### src/rtl/tw_reg_slave.sv
module tw_reg_slave #(
  parameter int AW       = 7,
  parameter int DW       = 24,
  parameter int NUM_REGS = 16
) (
  input  logic          clk,
  input  logic          rst_n,
  input  logic          ser_en_n,
  input  logic          ser_clk,
  input  logic          ser_din,
  output logic          ser_dout,
  output logic          ser_doe,
  input  logic [AW-1:0] rd_addr,
  output logic [DW-1:0] rd_data
);
  localparam int FL = AW + 1 + DW;
  localparam int CW = $clog2(FL + 1);
  localparam int IW = (NUM_REGS > 1) ? $clog2(NUM_REGS) : 1;
  localparam logic [AW:0]   LIM    = (AW+1)'(NUM_REGS);
  localparam logic [CW-1:0] C_DIR  = CW'(AW);
  localparam logic [CW-1:0] C_LAST = CW'(FL - 1);
  localparam logic [CW-1:0] C_END  = CW'(FL);

  logic [2:0] ck_s;
  logic [1:0] en_s, din_s;
  always_ff @(posedge clk or negedge rst_n)
    if (!rst_n) begin
      ck_s  <= '0;
      en_s  <= 2'b11;
      din_s <= '0;
    end else begin
      ck_s  <= {ck_s[1:0], ser_clk};
      en_s  <= {en_s[0], ser_en_n};
      din_s <= {din_s[0], ser_din};
    end

  wire en_act = ~en_s[1];
  wire rise   = ck_s[1] & ~ck_s[2];
  wire fall   = ~ck_s[1] & ck_s[2];
  wire bit_in = din_s[1];

  logic [CW-1:0] cnt;
  logic [AW-1:0] addr;
  logic          wr;
  logic [DW-1:0] sh;
  logic [DW-1:0] bank [NUM_REGS];

  wire          hit    = {1'b0, addr} < LIM;
  wire [IW-1:0] idx    = addr[IW-1:0];
  wire          rd_hit = {1'b0, rd_addr} < LIM;

  assign rd_data = rd_hit ? bank[rd_addr[IW-1:0]] : '0;

  always_ff @(posedge clk or negedge rst_n)
    if (!rst_n) begin
      cnt      <= '0;
      addr     <= '0;
      wr       <= 1'b0;
      sh       <= '0;
      ser_dout <= 1'b0;
      ser_doe  <= 1'b0;
    end else if (!en_act) begin
      cnt     <= '0;
      ser_doe <= 1'b0;
    end else begin
      if (rise && cnt != C_END) begin
        cnt <= cnt + 1'b1;
        if (cnt < C_DIR)
          addr <= {bit_in, addr[AW-1:1]};
        else if (cnt == C_DIR) begin
          wr <= bit_in;
          if (!bit_in) sh <= hit ? bank[idx] : '0;
        end else if (wr)
          sh <= {bit_in, sh[DW-1:1]};
      end
      if (fall && !wr && cnt > C_DIR && cnt < C_END) begin
        ser_dout <= sh[0];
        sh       <= sh >> 1;
        ser_doe  <= 1'b1;
      end
    end

  always_ff @(posedge clk or negedge rst_n)
    if (!rst_n) begin
      for (int i = 0; i < NUM_REGS; i++) bank[i] <= '0;
    end else if (en_act && rise && wr && cnt == C_LAST && hit) begin
      bank[idx] <= {bit_in, sh[DW-1:1]};
    end
endmodule

### config.mk
export PLATFORM = sky130hd
export DESIGN_NAME = tw_reg_slave
export DESIGN_NICKNAME = d
export VERILOG_FILES = /design/src/rtl/tw_reg_slave.sv
export SDC_FILE = /design/constraint.sdc
export NUM_CORES = 1
export LEC_CHECK = 0
export BUFFER_PORTS_ARGS = -buffer_cell sky130_fd_sc_hd__buf_4
export CAP_MARGIN = 30
export CORE_MARGIN = 3
export CORE_UTILIZATION = 57
export CTS_CLUSTER_SIZE = 24
export DETAILED_ROUTE_END_ITERATION = 6
export PLACE_DENSITY = 0.85
export SLEW_MARGIN = 20
export SYNTH_ARGS = -nofsm -noshare
export SYNTH_HDL_FRONTEND = slang
export SYNTH_SLANG_ARGS = --single-unit
### constraint.sdc
create_clock -name clk -period 2.4 [get_ports clk]
set_input_delay 0.24 -clock clk [delete_from_list [all_inputs] [get_ports clk]]
set_output_delay 0.24 -clock clk [all_outputs]
set_load 0.03 [all_outputs]
==> flow_metrics.tcl <==
set metrics [dict create \
    status "finished, violations left" \
    violations "negative setup slack" \
    synthDistinctLibCells 45 \
    crit_chain "mux4_2, mux4_2, nor2b_4, buf_6" \
    row_count 72 \
    worstSetupPathType "flop to output pin" \
    die_area_um2 42000 \
    syn_nets 1444 \
    final_util_pct 68.7 \
    post-route-cell-area_um2 26700 \
    layout_commonest_cell "dfrtp_1" \
    antenna_found_initial 1 \
    nets 1611 \
    cts_tree "yes" \
    vias_per_cell 6.88 \
    ant_nets 0 \
    dr.pass1.iters 7 \
    slowest_delay_ns 0.55 \
    max_freq_mhz 391 \
    cp-startpoint "bank[2]" \
    final.setup.worst_slack_ns -0.154 \
    hold_violations 0 \
    hpwlAfterDp_um 35100 \
    via_count 14794 \
    worstSetupEndpoint "rd_data[2]" \
    yosys.area.top_type "dfrtp_1" \
    ys_ff_latch 431 \
    start_util_pct 58.0 \
    cts_sinks 431 \
    yosysWarnings 0 \
    synth_area_leaders "dfrtp_1, mux4_2, mux2_2" \
    port_buffers 37 \
    track_usage_pct 29.7 \
    holdWs_ns 0.188 \
    placed_area_um2 24000 \
    synth-edff-count 0 \
    wirelength_um 62200 \
    hp-class "input pin to async pin" \
    ys_seq_area_share_pct 47.8 \
    htreeDepth 2 \
    regToRegStartpoint "addr[1]" \
    insertion_delay_ns 0.57 \
    skew_ns 0.0119 \
    ys_async_sr_fraction_pct 100 \
    report.final.slew_viol_count 0 \
    tightestPinTransition_ns 0.669 \
    reg2reg_to "bank[147]" \
    grt.overflow.total 0 \
    dieHeight_um 205 \
    timing.max_cap.violations 0 \
    critical_path_depth 4 \
    place_ws_ns 0.0508 \
    finalCritPeriodShare_pct 106 \
    synth-main-ff-cell "dfrtp_1" \
    worstPathMaxFanout 2 \
    reg2reg_slack_ns 0.10 \
    peakVddDrop_mv 0.562 \
    reg2reg_depth 5 \
    drt_iter0_markers 1517 \
    crit_path_start_kind "flop" \
    routedWlPerCell_um 28.9 \
    grt_pass1_wl_um 94600 \
    syn2layout_area_growth_pct 18.5 \
    critPathBufInv 1 \
    layout_min_cycle_time_ns 2.55 \
    syn_area_um2 22600 \
    io-pin-count 38 \
    gp_congestion 0.852 \
    core_um2 38900 \
    end_kind "output pin" \
    grt_pass1_vias 15702 \
    slew_headroom_pct 55.4 \
    die_x_um 205 \
    cp_slowest_cell "mux4_2" \
    ctsLongestPathBuffers 3 \
    rsz0062_at_grt "yes" \
    clockRootBuffer "clkbuf_16" \
    critPathTopFamily "multiplexers" \
    diodes 0 \
    path_clk_slew_ns 0.07 \
    power_density_nw_per_um2 666 \
    synth_cells 1430 \
    grt_max_degree 94 \
    cts_made_buffers 46 \
    avgSynthCellArea_um2 15.8 \
    post-route-drc-count 0 \
    synth_top_area_share_pct 47.6 \
    power.leakage_uw 0.0122 \
    cp_data_required_time_ns 2.16 \
    crit_arrival_ns 2.31 \
    drive_above_1_share_pct 57.4 \
    layout_common_cells "dfrtp_1, mux2_2, mux4_2, buf_4, clkbuf_16" \
    cpMostUsedCell "mux4_2" \
    final-setup-viol-count 24 \
]
==> kinds of logic (layout without fill, tap and decap cells) <==
logic type | Yosys count | in the layout | synth area share (%)
xor+xnor | 4 | 4 | 0.155
mux | 634 | 634 | 42.3
flops | 431 | 431 | 47.8
buf+inv | 142 | 344 | 3.14
compound gates | 104 | 104 | 3.02
fa+ha+maj | 2 | 2 | 0.111
simple gates | 113 | 113 | 3.50
==> power by group <==
group	switching, uW	internal (uW)	leakage [uW]
logic	1470	1140	0.00546
clock network	2970	4590	0.000792
registers	295	7340	0.00599
total	4730	13100	0.0122
==> flip-flops by register name (all words and copies together) (netlist names), 2 cells and up <==
| name | cells |
|---|---|
| ck_s | 3 |
| sh | 24 |
| addr | 7 |
| cnt | 6 |
| en_s | 2 |
| din_s | 2 |
| bank | 384 |
==> synthesized netlist by cell type, drive strengths merged, types with 3 or more instances <==
cell type	instances
a211oi	22
buf	60
inv	4
xor2	3
nand2	11
dfrtp	429
mux2	393
mux4	216
nor4	6
nor2b	27
o21ai	3
nand4	3
nand2b	6
nand3	5
nor2	35
mux2i	25
clkbuf	78
a21oi	28
a22oi	22
nor3	12
a31oi	23
==> worst min-delay path by stage <==
stage	from	endpoint	slack, ns	cells after the start
final	rst_n	bank[337]	0.19	2
after CTS	rst_n	bank[337]	0.19	2
after global placement	rst_n	bank[289]	0.19	1
after detailed placement	rst_n	bank[337]	0.19	1
after global routing	rst_n	bank[337]	0.21	2
after floorplan	rst_n	addr[0]	-0.06	0
==> layout make-up <==
class                      instances  area, um^2
tap                              518         648
clock inverter                    14         200
inverter                           4        15.0
timing repair buffer             257        2510
multi-input combinational        857       11200
clock buffer                      69        1410
sequential                       431       10800
fill                            2373       12200
==> metal layers <==
| layer | up-vias | global-route usage (%) | share of wire [%] |
|---|---|---|---|
| li1 | 5917 | - | - |
| met1 | 7773 | 38.8 | 37 |
| met2 | 870 | 48.3 | 49 |
| met3 | 232 | 7.10 | 9.7 |
| met4 | 2 | 12.7 | 5.1 |
| met5 | - | 0 | 0.021 |
==> worst register-to-register path: stages, from the launching register on <==
cell and delay [ns]:
dfrtp_4 0.63, buf_8 0.23, nand2b_1 0.36, nor3_4 0.32
buf_12 0.27, mux2_2 0.39
==> per-stage QoR <==
| stage | TNS, ns | instances | total power, uW |
|---|---|---|---|
| floorplan | 0 | 1430 | 9370 |
| global placement | 0 | 1940 | 10300 |
| detailed placement | 0 | 1940 | 10300 |
| CTS | -2.88 | 2119 | 17800 |
| global route | -4.12 | 2150 | 18300 |
| finish | -2.56 | 2150 | 17800 |
==> timing repair <==
action / CTS / global route
cloned: 0 / 2
resized for setup: 10 / 16
pin swaps: 0 / 3
setup endpoints to repair: 24 / 157
setup buffers: 92 / 29
hold buffers: 4 / 0
hold endpoints to repair: 44 / 0
No activity file was read; power rests on OpenSTA's default activity.
